<file path="config.mk">
export PLATFORM = sky130hd
export DESIGN_NAME = hyp_cordic_mr
export DESIGN_NICKNAME = d
export VERILOG_FILES = /design/src/rtl/hcordic_pkg.sv /design/src/rtl/hcordic_r2_stage.sv /design/src/rtl/hcordic_r4_stage.sv /design/src/rtl/hyp_cordic_mr.sv
export SDC_FILE = /design/constraint.sdc
export NUM_CORES = 2
export LEC_CHECK = 0
export BUFFER_PORTS_ARGS = -buffer_cell sky130_fd_sc_hd__buf_2
export CORE_MARGIN = 2
export CORE_UTILIZATION = 45
export DETAILED_ROUTE_END_ITERATION = 8
export GPL_ROUTABILITY_DRIVEN = 0
export GPL_TIMING_DRIVEN = 0
export HOLD_SLACK_MARGIN = 0.03
export SYNTH_ARGS = -nofsm -noshare
export SYNTH_HDL_FRONTEND = slang
export SYNTH_SLANG_ARGS = --single-unit
</file>
<file path="constraint.sdc">
create_clock -name clk -period 7.84 [get_ports clk]
set_input_delay 1.568 -clock clk [delete_from_list [all_inputs] [get_ports clk]]
set_output_delay 1.568 -clock clk [all_outputs]
set_load 0.01 [all_outputs]
</file>
<file path="src/rtl/hcordic_pkg.sv">
// Shared definitions for the mixed-radix hyperbolic rotation pipeline.
// Assumes real arithmetic is available for elaboration-time constants only.
package hcordic_pkg;

    // Digit chosen by a higher-radix stage.
    typedef enum logic [2:0] {
        DIG_NEG2,
        DIG_NEG1,
        DIG_ZERO,
        DIG_POS1,
        DIG_POS2
    } digit_e;

    // Inverse hyperbolic tangent in real arithmetic.
    function automatic real atanh_real(input real t);
        return 0.5 * $ln((1.0 + t) / (1.0 - t));
    endfunction

    // round(atanh(mult * 2^-shift) * 2^frac) for a positive argument.
    function automatic int atanh_fix(input int shift, input int mult, input int frac);
        real t;
        t = real'(mult) / (2.0 ** shift);
        return $rtoi(atanh_real(t) * (2.0 ** frac) + 0.5);
    endfunction

    // round(2^frac / K), where K is the gain of binary stages first..last.
    function automatic int inv_gain_fix(input int first, input int last, input int frac);
        real p;
        p = 1.0;
        for (int j = first; j <= last; j++) begin
            p = p * (1.0 - 2.0 ** (-2 * j));
        end
        return $rtoi((2.0 ** frac) / $sqrt(p) + 0.5);
    endfunction

endpackage

</file>
<file path="src/rtl/hcordic_r2_stage.sv">
// One binary hyperbolic rotation step with index SHIFT.
// The direction is +1 when the remaining angle is zero or positive, and -1 otherwise.
// Assumes the operands are wide enough that the shifted sums do not wrap.
module hcordic_r2_stage #(
    parameter int IW    = 21,
    parameter int SHIFT = 2,
    parameter int STEP  = 0
) (
    input  logic                 clk,
    input  logic                 rst_n,
    input  logic                 vi,
    input  logic signed [IW-1:0] xi,
    input  logic signed [IW-1:0] yi,
    input  logic signed [IW-1:0] zi,
    output logic                 vo,
    output logic signed [IW-1:0] xo,
    output logic signed [IW-1:0] yo,
    output logic signed [IW-1:0] zo
);
    localparam logic signed [IW-1:0] ANG = IW'(STEP);

    logic                 neg;
    logic signed [IW-1:0] xsh, ysh, xn, yn, zn;

    // Rotate one step toward a zero remaining angle.
    always_comb begin
        neg = zi[IW-1];
        xsh = yi >>> SHIFT;
        ysh = xi >>> SHIFT;
        xn  = neg ? xi - xsh : xi + xsh;
        yn  = neg ? yi - ysh : yi + ysh;
        zn  = neg ? zi + ANG : zi - ANG;
    end

    // Stage register; the valid bit moves with the data.
    always_ff @(posedge clk) begin
        if (!rst_n) begin
            vo <= 1'b0;
            xo <= '0;
            yo <= '0;
            zo <= '0;
        end else begin
            vo <= vi;
            xo <= xn;
            yo <= yn;
            zo <= zn;
        end
    end

    // every stage delays the valid flag by exactly one cycle.
    a_r1_valid_step: assert property (@(posedge clk) disable iff (!rst_n)
        $past(rst_n) |-> (vo == $past(vi)));

endmodule

</file>
<file path="src/rtl/hcordic_r4_stage.sv">
// One higher-radix hyperbolic rotation step with index J (digit step 4^-J).
// The digit in {-2..2} comes from two threshold comparisons on the remaining angle.
// No gain correction is applied: for J >= 4 the gain differs from one by less than 4e-5.
// Assumes IFRAC >= 2*J+1 and a remaining angle at the input within 2.5*4^-J.
module hcordic_r4_stage #(
    parameter int IW    = 21,
    parameter int IFRAC = 18,
    parameter int J     = 4,
    parameter int STEP1 = 0,
    parameter int STEP2 = 0
) (
    input  logic                 clk,
    input  logic                 rst_n,
    input  logic                 vi,
    input  logic signed [IW-1:0] xi,
    input  logic signed [IW-1:0] yi,
    input  logic signed [IW-1:0] zi,
    output logic                 vo,
    output logic signed [IW-1:0] xo,
    output logic signed [IW-1:0] yo,
    output logic signed [IW-1:0] zo
);
    import hcordic_pkg::*;

    localparam int SH1 = 2 * J;
    localparam int SH2 = 2 * J - 1;
    localparam logic signed [IW-1:0] HALF  = IW'(1) <<< (IFRAC - 2 * J - 1);
    localparam logic signed [IW-1:0] THR3  = 3 * HALF;
    localparam logic signed [IW-1:0] ANG1  = IW'(STEP1);
    localparam logic signed [IW-1:0] ANG2  = IW'(STEP2);
    localparam logic signed [IW-1:0] SLACK = IW'(4);

    digit_e               dig;
    logic signed [IW-1:0] xs1, xs2, ys1, ys2, xn, yn, zn;

    // Choose the digit nearest to the remaining angle in units of 4^-J.
    always_comb begin
        if (zi >= THR3)       dig = DIG_POS2;
        else if (zi >= HALF)  dig = DIG_POS1;
        else if (zi > -HALF)  dig = DIG_ZERO;
        else if (zi > -THR3)  dig = DIG_NEG1;
        else                  dig = DIG_NEG2;
    end

    // Apply the chosen digit with shifts and adds only.
    always_comb begin
        xs1 = yi >>> SH1;
        xs2 = yi >>> SH2;
        ys1 = xi >>> SH1;
        ys2 = xi >>> SH2;
        unique case (dig)
            DIG_POS2: begin xn = xi + xs2; yn = yi + ys2; zn = zi - ANG2; end
            DIG_POS1: begin xn = xi + xs1; yn = yi + ys1; zn = zi - ANG1; end
            DIG_NEG1: begin xn = xi - xs1; yn = yi - ys1; zn = zi + ANG1; end
            DIG_NEG2: begin xn = xi - xs2; yn = yi - ys2; zn = zi + ANG2; end
            default:  begin xn = xi;       yn = yi;       zn = zi;        end
        endcase
    end

    // Stage register; the valid bit moves with the data.
    always_ff @(posedge clk) begin
        if (!rst_n) begin
            vo <= 1'b0;
            xo <= '0;
            yo <= '0;
            zo <= '0;
        end else begin
            vo <= vi;
            xo <= xn;
            yo <= yn;
            zo <= zn;
        end
    end

    // every stage delays the valid flag by exactly one cycle.
    a_r1_valid_step: assert property (@(posedge clk) disable iff (!rst_n)
        $past(rst_n) |-> (vo == $past(vi)));

    // the remaining angle after this stage is within half a digit step.
    a_r8_stage_residual: assert property (@(posedge clk) disable iff (!rst_n)
        vo |-> ((zo <= HALF + SLACK) && (zo >= -HALF - SLACK)));

endmodule

</file>
<file path="src/rtl/hyp_cordic_mr.sv">
// Fully pipelined cosh/sinh evaluator: binary hyperbolic rotation stages
// (indices R2_FIRST..R2_LAST), then R4_STAGES digit stages from index R4_FIRST.
// Assumes the input angle lies within +-0.5; results are unscaled because x starts
// at the inverse binary gain. Latency is one cycle per stage.
module hyp_cordic_mr #(
    parameter int DW        = 16,
    parameter int FRAC      = 14,
    parameter int GUARD     = 4,
    parameter int R2_FIRST  = 2,
    parameter int R2_LAST   = 9,
    parameter int R4_FIRST  = 4,
    parameter int R4_STAGES = 4
) (
    input  logic          clk,
    input  logic          rst_n,
    input  logic          in_valid,
    input  logic [DW-1:0] in_angle,
    output logic          out_valid,
    output logic [DW-1:0] out_cosh,
    output logic [DW-1:0] out_sinh
);
    import hcordic_pkg::*;

    localparam int IW       = DW + GUARD + 1;
    localparam int IFRAC    = FRAC + GUARD;
    localparam int N2       = R2_LAST - R2_FIRST + 1;
    localparam int LAT      = N2 + R4_STAGES;
    localparam int INV_GAIN = inv_gain_fix(R2_FIRST, R2_LAST, IFRAC);
    localparam logic signed [IW-1:0] COARSE_LIM = IW'(5) <<< (IFRAC - 2 * R4_FIRST - 1);
    localparam logic signed [IW-1:0] ROUND_ADD  = IW'(1) <<< (GUARD - 1);
    localparam logic signed [DW-1:0] ONE_TOL    = DW'((1 << FRAC) - 6);

    logic                 vs [0:LAT];
    logic signed [IW-1:0] xs [0:LAT];
    logic signed [IW-1:0] ys [0:LAT];
    logic signed [IW-1:0] zs [0:LAT];
    logic signed [IW-1:0] rc, rs;

    // Stage 0: preload x with the inverse gain, y with zero, z with the angle.
    assign vs[0] = in_valid;
    assign xs[0] = IW'(INV_GAIN);
    assign ys[0] = '0;
    assign zs[0] = {{(IW - DW - GUARD){in_angle[DW-1]}}, in_angle, {GUARD{1'b0}}};

    // Binary rotation stages, one per index.
    for (genvar g = 0; g < N2; g++) begin : g_r2
        localparam int STP = atanh_fix(R2_FIRST + g, 1, IFRAC);
        hcordic_r2_stage #(.IW(IW), .SHIFT(R2_FIRST + g), .STEP(STP)) i_stage (
            .clk(clk), .rst_n(rst_n),
            .vi(vs[g]), .xi(xs[g]), .yi(ys[g]), .zi(zs[g]),
            .vo(vs[g+1]), .xo(xs[g+1]), .yo(ys[g+1]), .zo(zs[g+1])
        );
    end

    // Digit rotation stages refining the remaining angle.
    for (genvar g = 0; g < R4_STAGES; g++) begin : g_r4
        localparam int JJ = R4_FIRST + g;
        localparam int S1 = atanh_fix(2 * JJ, 1, IFRAC);
        localparam int S2 = atanh_fix(2 * JJ, 2, IFRAC);
        hcordic_r4_stage #(.IW(IW), .IFRAC(IFRAC), .J(JJ), .STEP1(S1), .STEP2(S2)) i_stage (
            .clk(clk), .rst_n(rst_n),
            .vi(vs[N2+g]), .xi(xs[N2+g]), .yi(ys[N2+g]), .zi(zs[N2+g]),
            .vo(vs[N2+g+1]), .xo(xs[N2+g+1]), .yo(ys[N2+g+1]), .zo(zs[N2+g+1])
        );
    end

    // Round the guard bits away to form the output words.
    always_comb begin
        rc = xs[LAT] + ROUND_ADD;
        rs = ys[LAT] + ROUND_ADD;
        out_cosh  = rc[DW+GUARD-1:GUARD];
        out_sinh  = rs[DW+GUARD-1:GUARD];
        out_valid = vs[LAT];
    end

    // the binary block leaves an angle the digit block can absorb.
    a_r7_coarse_residual: assert property (@(posedge clk) disable iff (!rst_n)
        vs[N2] |-> ((zs[N2] <= COARSE_LIM) && (zs[N2] >= -COARSE_LIM)));

    // the rounded results fit the output format without wrapping.
    a_r3_no_overflow: assert property (@(posedge clk) disable iff (!rst_n)
        out_valid |-> (((rc >>> (DW + GUARD - 1)) == 0 || (rc >>> (DW + GUARD - 1)) == -1)
                    && ((rs >>> (DW + GUARD - 1)) == 0 || (rs >>> (DW + GUARD - 1)) == -1)
                    && (zs[LAT] <= COARSE_LIM) && (zs[LAT] >= -COARSE_LIM)));

    // cosh stays near or above one and dominates |sinh|.
    a_r9_cosh_dominates: assert property (@(posedge clk) disable iff (!rst_n)
        out_valid |-> (($signed(out_cosh) >= ONE_TOL)
                    && ($signed(out_cosh) >= $signed(out_sinh))
                    && ($signed(out_cosh) >= -$signed(out_sinh))));

    // a sampled reset clears the output side by the next cycle.
    logic rst_seen;
    always_ff @(posedge clk) rst_seen <= !rst_n;
    a_r2_reset_clear: assert property (@(posedge clk)
        rst_seen |-> (!out_valid && out_cosh == '0 && out_sinh == '0));

endmodule

</file>
==> After elaboration in Yosys (flattened, before gate mapping) <==
Cells that the tools add are included.
{ "classes": {"n_addsub": 90, "order_cmp": 16, "n_eq_ne": 12, "mux": 51, "n_reduce_logical": 4} }
{ "op_table": {"columns": ["operator", "n"], "rows": [
  ["$pmux 21 s4", 9],
  ["$mux 21", 23],
  ["$pmux 20 s4", 2],
  ["$add 21x12->21", 4],
  ["$add 21x13->21", 4],
  ["$add 21x14->21", 4],
  ["$sub 21x12->21", 4],
  ["$sub 21x13->21", 4],
  ["$sub 21x14->21", 4],
  ["$add 21x17->21", 3],
  ["$sub 21x17->21", 3],
  ["$add 21x10->21", 2],
  ["$add 21x11->21", 2],
  ["$add 21x11->21 const B", 2],
  ["$add 21x12->21 const B", 2],
  ["$add 21x13->21 const B", 2],
  ["$add 21x15->21", 2],
  ["$add 21x16->21", 2],
  ["$add 21x9->21", 2],
  ["$gt 21x10->1 const B", 2],
  ["$gt 21x6->1 const B", 2],
  ["$gt 21x8->1 const B", 2],
  ["$sub 21x10->21", 2],
  ["$sub 21x11->21", 2],
  ["other kinds (46)", 83]
]} }
{ "word_totals": {"reg_bits": 743, "in_bits": 19, "out_inout_bits": 33, "elab_cells": 220} }

==> Longest topological paths before layout <==
{ "logic_depth": {"word_depth": 7, "ltp_mapped": 26, "depth_no_buf": 26} }

==> Cells and area by module <==
Synthesis repeated with hierarchy kept, for this count alone.
{ "unflattened": {"cells_unflattened": 8520, "area_unflattened_um2": 67125.6} }
{ "by_module_without_submodules": {"columns": ["module", "instances", "cells_each", "area_each_um2", "seq_area_each_um2"], "rows": [
  ["hcordic_r4_stage (g_r4[3].i_stage)", 1, 920, 6834.1, 1281.2],
  ["hcordic_r4_stage (g_r4[1].i_stage)", 1, 877, 6613.8, 1281.2],
  ["hcordic_r4_stage (g_r4[2].i_stage)", 1, 898, 6575.1, 1281.2],
  ["hcordic_r4_stage (g_r4[0].i_stage)", 1, 870, 6457.4, 1281.2],
  ["hcordic_r2_stage (g_r2[0].i_stage)", 1, 698, 5486.5, 1281.2],
  ["hcordic_r2_stage (g_r2[2].i_stage)", 1, 674, 5410.2, 1281.2],
  ["hcordic_r2_stage (g_r2[3].i_stage)", 1, 651, 5302.6, 1281.2],
  ["hcordic_r2_stage (g_r2[1].i_stage)", 1, 656, 5223.8, 1281.2],
  ["hcordic_r2_stage (g_r2[5].i_stage)", 1, 528, 4660.7, 1281.2],
  ["hcordic_r2_stage (g_r2[7].i_stage)", 1, 557, 4649.5, 1281.2],
  ["hcordic_r2_stage (g_r2[6].i_stage)", 1, 546, 4624.4, 1281.2],
  ["hcordic_r2_stage (g_r2[4].i_stage)", 1, 523, 4404.2, 1281.2],
  ["hyp_cordic_mr", 1, 122, 883.3, 0.0]
]} }

==> Worst setup path before layout <==
No wires, ideal clock.
{ "synth_timing": {"path_type": "reg-to-reg", "startpoint": "register g_r4[0].i_stage.zo[3]", "endpoint": "register g_r4[1].i_stage.xo[20]", "t_arrival_ns": 5.141, "required_time_ns": 7.712, "slack_ns": 2.571, "path_stages_with_launch": 26, "path_buffers": 0, "path_cell_list": "dfxtp_1 > or4_1 > nor4_1 > a31oi_1 > o22ai_1 > clkinv_1 > nor2_1 > inv_1 > nand2_1 > nand2_1 > o21ai_0 > ha_1 > inv_1 > fa_1 > a21oi_1 > o21bai_1 > a21boi_0 > o31ai_1 > a21o_1 > a21o_1 > a311oi_1 > o31ai_1 > and3_1 > nor3_1 > xor2_1 > nor2_1"} }
{ "synth_via": {"elab_chain_cells": 7} }
{ "synth_lines": {"columns": ["item", "line", "source"], "rows": [
  ["from (decl)", "hcordic_r4_stage.sv:21", "output logic signed [IW-1:0] zo"],
  ["from (signal assigned)", "hcordic_r4_stage.sv:71", "zo <= zn;"],
  ["$gt 21x10->1", "hcordic_r4_stage.sv:41", "else if (zi > -THR3) dig = DIG_NEG1;"],
  ["$mux 1", "hcordic_r4_stage.sv:41", null],
  ["$mux 3", "hcordic_r4_stage.sv:40", "else if (zi > -HALF) dig = DIG_ZERO;"],
  ["$mux 3", "hcordic_r4_stage.sv:39", "else if (zi >= HALF) dig = DIG_POS1;"],
  ["$mux 3 *", "hcordic_r4_stage.sv:38", "if (zi >= THR3) dig = DIG_POS2;"],
  ["$eq 3x1->1, or another cell as far along", "hcordic_r4_stage.sv:51", "unique case (dig)"],
  ["$pmux 21 s4 *", "hcordic_r4_stage.sv:51", null],
  ["to (signal assigned)", "hcordic_r4_stage.sv:69", "xo <= xn;"],
  ["to (decl)", "hcordic_r4_stage.sv:19", "output logic signed [IW-1:0] xo,"]
]} }
Every way passes the cells marked *; elsewhere a longest branch is shown, timed or not.
A chain may end at the register's enable or synchronous reset.

==> Final worst setup path <==
{ "layout_timing": {"startpoint": "register g_r4[0].i_stage.zo[3]", "endpoint": "register g_r4[1].i_stage.yo[20]"} }
{ "layout_via": {"elab_chain_cells": 7} }
{ "layout_lines": {"columns": ["item", "line", "source"], "rows": [
  ["$gt 21x10->1", "hcordic_r4_stage.sv:41", null],
  ["$mux 1", "hcordic_r4_stage.sv:41", null],
  ["$mux 3", "hcordic_r4_stage.sv:40", null],
  ["$mux 3", "hcordic_r4_stage.sv:39", null],
  ["$mux 3 *", "hcordic_r4_stage.sv:38", null],
  ["$eq 3x1->1, or another cell as far along", "hcordic_r4_stage.sv:51", null],
  ["$pmux 21 s4 *", "hcordic_r4_stage.sv:51", null],
  ["to (signal assigned)", "hcordic_r4_stage.sv:70", "yo <= yn;"],
  ["to (decl)", "hcordic_r4_stage.sv:20", "output logic signed [IW-1:0] yo,"]
]} }
Marks and branches as above.

==> flow_metrics.py <==
metrics = {
    "run_status": {
        "outcome": "finished with violations",
        "violations": "capacitance limit, slew limit",
    },
    "timing": {
        "fin_crit_sh": 0.936,
        "fin_ws_ns": 0.502,
        "setup_viol": 0,
        "slew_viol_final": 11,
        "clock.fmax_ghz": 0.136,
        "fin_tns_setup_ns": 0,
        "rsz0062_at_grt": "no",
        "period_needed_ns": 7.34,
        "fin_skew_ns": 0.0395,
        "tightest_slew_ns": 1.53,
        "slew_headroom": -0.0228,
        "finalHoldViolations": 0,
    },
    "yosys": {
        "synth_cells": 6935,
        "avgSynthCellArea_um2": 7.71,
        "synth_cell_type_count": 81,
        "yosysSeqAreaShare": 0.261,
        "async_flop_share": 0,
        "synth_seq_cells": 697,
        "synth_ff_type": "dfxtp_1",
        "ys_warn_count": 0,
        "syn-num-nets": 7599,
        "syn_area_mm2": 0.0534,
        "synth-edff-count": 0,
    },
    "grt": {
        "antenna_found_initial": 12,
        "track_usage": 0.295,
        "grt_first_pass_wirelength_mm": 279,
        "grt_pass1_vias": 47829,
        "grt-ovfl-total": 0,
        "grt_max_degree": 23,
    },
    "run": {
        "cap_violations": 1,
    },
    "floorplan": {
        "io-pin-count": 52,
        "rows": 126,
        "core-area_mm2": 0.118,
        "die_y_um": 349,
        "die-area_mm2": 0.122,
        "start_util": 0.453,
        "die_w_um": 349,
    },
    "setup_path": {
        "cp-start-kind": "flip-flop",
        "worstSetupEndpointType": "flip-flop",
        "r2r_start": "g_r4[0].i_stage.zo[3]",
        "critPathMostFrequentCell": "a21oi_1",
        "slowest_delay_ns": 0.64,
        "rr_worst_depth": 25,
        "reg2reg_to": "g_r4[1].i_stage.yo[20]",
        "slowest_stage": "clkinv_1",
        "r2r_slack_ns": 0.50,
        "criticalPathCategory": "reg2reg",
        "worstPathArrival_ns": 7.93,
        "worstPathMaxFanout": 9,
        "required_ns": 8.43,
    },
    "route": {
        "initialDrtViolationCount": 4680,
        "routed_wl_mm": 183,
        "vias": 50897,
        "viasPerCell": 5.87,
        "routedWlPerCell_um": 21.1,
        "ant_nets": 0,
        "drcViolationCount": 0,
        "drtPass1Iterations": 7,
    },
    "placed_design": {
        "numPortBuffers": 51,
        "hpwl_mm": 144,
        "pre_cts_slack_ns": -0.234,
        "placed_cells": 8522,
    },
    "clocking": {
        "clock_path_buffers": 3,
        "path_clk_slew_ns": 0.06,
        "cts_resized": 1,
        "htreeDepth": 3,
        "ctsHoldBuffers": 0,
        "cts_buffers": 84,
        "post-cts-setup-buffers": 0,
        "clk_latency_ns": 0.71,
        "clock-sinks": 697,
        "cts_root_buf": "clkbuf_16",
        "cts_tree": "yes",
    },
    "final_layout": {
        "nets": 7737,
        "final_util": 0.498,
        "diodes": 0,
        "areaGrowthSynthToFinish_pct": 9.77,
        "drive_gt1_frac": 0.0385,
        "final_cells": 8678,
    },
    "min_path": {
        "hold_path_depth": 1,
        "min_from": "g_r2[6].i_stage.zo[2]",
        "min_path_type": "reg2reg",
        "holdPathEnd": "g_r2[7].i_stage.zo[2]",
    },
}
## synthesized netlist by cell type (36+ instances only)
| library cell | count | share of area |
|---|---|---|
| nor3_1 | 297 | 0.028 |
| a21o_1 | 142 | 0.020 |
| nor2_1 | 775 | 0.054 |
| nand3_1 | 131 | 0.012 |
| nor2b_1 | 79 | 0.0092 |
| a21oi_1 | 711 | 0.067 |
| a21boi_0 | 51 | 0.0072 |
| nand2b_1 | 88 | 0.010 |
| nand2_1 | 568 | 0.040 |
| a211oi_1 | 88 | 0.012 |
| dfxtp_1 | 697 | 0.26 |
| o21a_1 | 82 | 0.012 |
| clkbuf_1 | 229 | 0.016 |
| inv_1 | 355 | 0.025 |
| o21bai_1 | 55 | 0.0077 |
| ha_1 | 612 | 0.14 |
| nor3b_1 | 42 | 0.0059 |
| mux2i_1 | 52 | 0.0097 |
| o31ai_1 | 43 | 0.0060 |
| and2_1 | 159 | 0.019 |
| xor2_1 | 139 | 0.023 |
| o21ai_0 | 362 | 0.034 |
| or2_2 | 36 | 0.0042 |
| nor4_1 | 46 | 0.0054 |
| or3_1 | 91 | 0.011 |
| and3_1 | 68 | 0.0080 |
| xnor2_1 | 453 | 0.074 |
| a31oi_1 | 82 | 0.0096 |
## worst max-delay path, delay by kind of cell, from the launching register on
kind,cells,cell delay [ns]
buffers and inverters,3,0.88
adders and majority gates,2,0.61
DFF,1,0.31
AOI/OAI and AO/OA,12,2.71
and+or+nand+nor,7,2.57
xor gates and xnor gates,1,0.16
## worst max path at each step
| stage | endpoint | start | cells after the start | slack (ns) |
|---|---|---|---|---|
| floorplan | g_r4[1].i_stage.xo[20] | g_r4[0].i_stage.zo[3] | 25 | 2.57 |
| global placement | g_r4[1].i_stage.yo[20] | g_r4[0].i_stage.zo[3] | 25 | -0.17 |
| detailed placement | g_r4[1].i_stage.yo[20] | g_r4[0].i_stage.zo[3] | 25 | -0.23 |
| CTS | g_r4[1].i_stage.yo[20] | g_r4[0].i_stage.zo[3] | 25 | 0.20 |
| global route | g_r4[0].i_stage.xo[20] | g_r2[7].i_stage.zo[5] | 25 | 0.02 |
| finish | g_r4[1].i_stage.yo[20] | g_r4[0].i_stage.zo[3] | 25 | 0.50 |
## stage by stage
| stage | area (um^2) | hold slack, ns |
|---|---|---|
| CTS | 58600 | 0.417 |
| floorplan | 53400 | 0.412 |
| detailed placement | 55600 | 0.417 |
| global route | 58700 | 0.446 |
| global placement | 55600 | 0.414 |
| finish | 58700 | 0.430 |
## layout make-up
type,instances,area (um^2)
plain buffers,260,997
clock buffers,104,2310
clock inverters,51,677
fillers,11659,59300
inverters,359,1350
multi-input cells,5618,37200
flip-flops and latches,697,14000
well taps,1536,1920
repair buffers,53,285
## cells by family (layout without fill, tap and decap cells)
logic type	Yosys count	after routing	share of synthesized area
xor+xnor	592	592	0.0970
compound gates	1851	1851	0.212
buf+inv	620	827	0.0438
mux	56	56	0.0106
flops	697	697	0.261
fa+ha+maj	645	645	0.156
simple gates	2474	2474	0.220
## routing by layer
metal,GRT usage,part of all wire,vias up
li1,-,-,24776
met1,0.392,0.44,23804
met2,0.465,0.43,1887
met3,0.0524,0.079,426
met4,0.131,0.048,4
met5,0,0.00013,-
## cells in the final DEF, fill, tap and decap left out, types with 142 or more instances in the layout
master and n:
o21ai_0 362, ha_1 612, a21o_1 142, nand2_1 567, inv_1 355, nor2_1 774
dfxtp_1 697, xnor2_1 453, clkbuf_1 231, a21oi_1 711, and2_1 159, nor3_1 297
## registers in the layout (all words and copies together), names as in the netlist
register and flops:
g_r4.i_stage.zo 63, g_r4.i_stage.vo 4, g_r2.i_stage.vo 8, g_r2.i_stage.yo 147
g_r2.i_stage.xo 148, g_r4.i_stage.xo 80, g_r4.i_stage.yo 80, g_r2.i_stage.zo 167
Power is left out: the tool's default activity adds up to more than one toggle a clock period on the data nets, which glitch-free logic cannot reach.
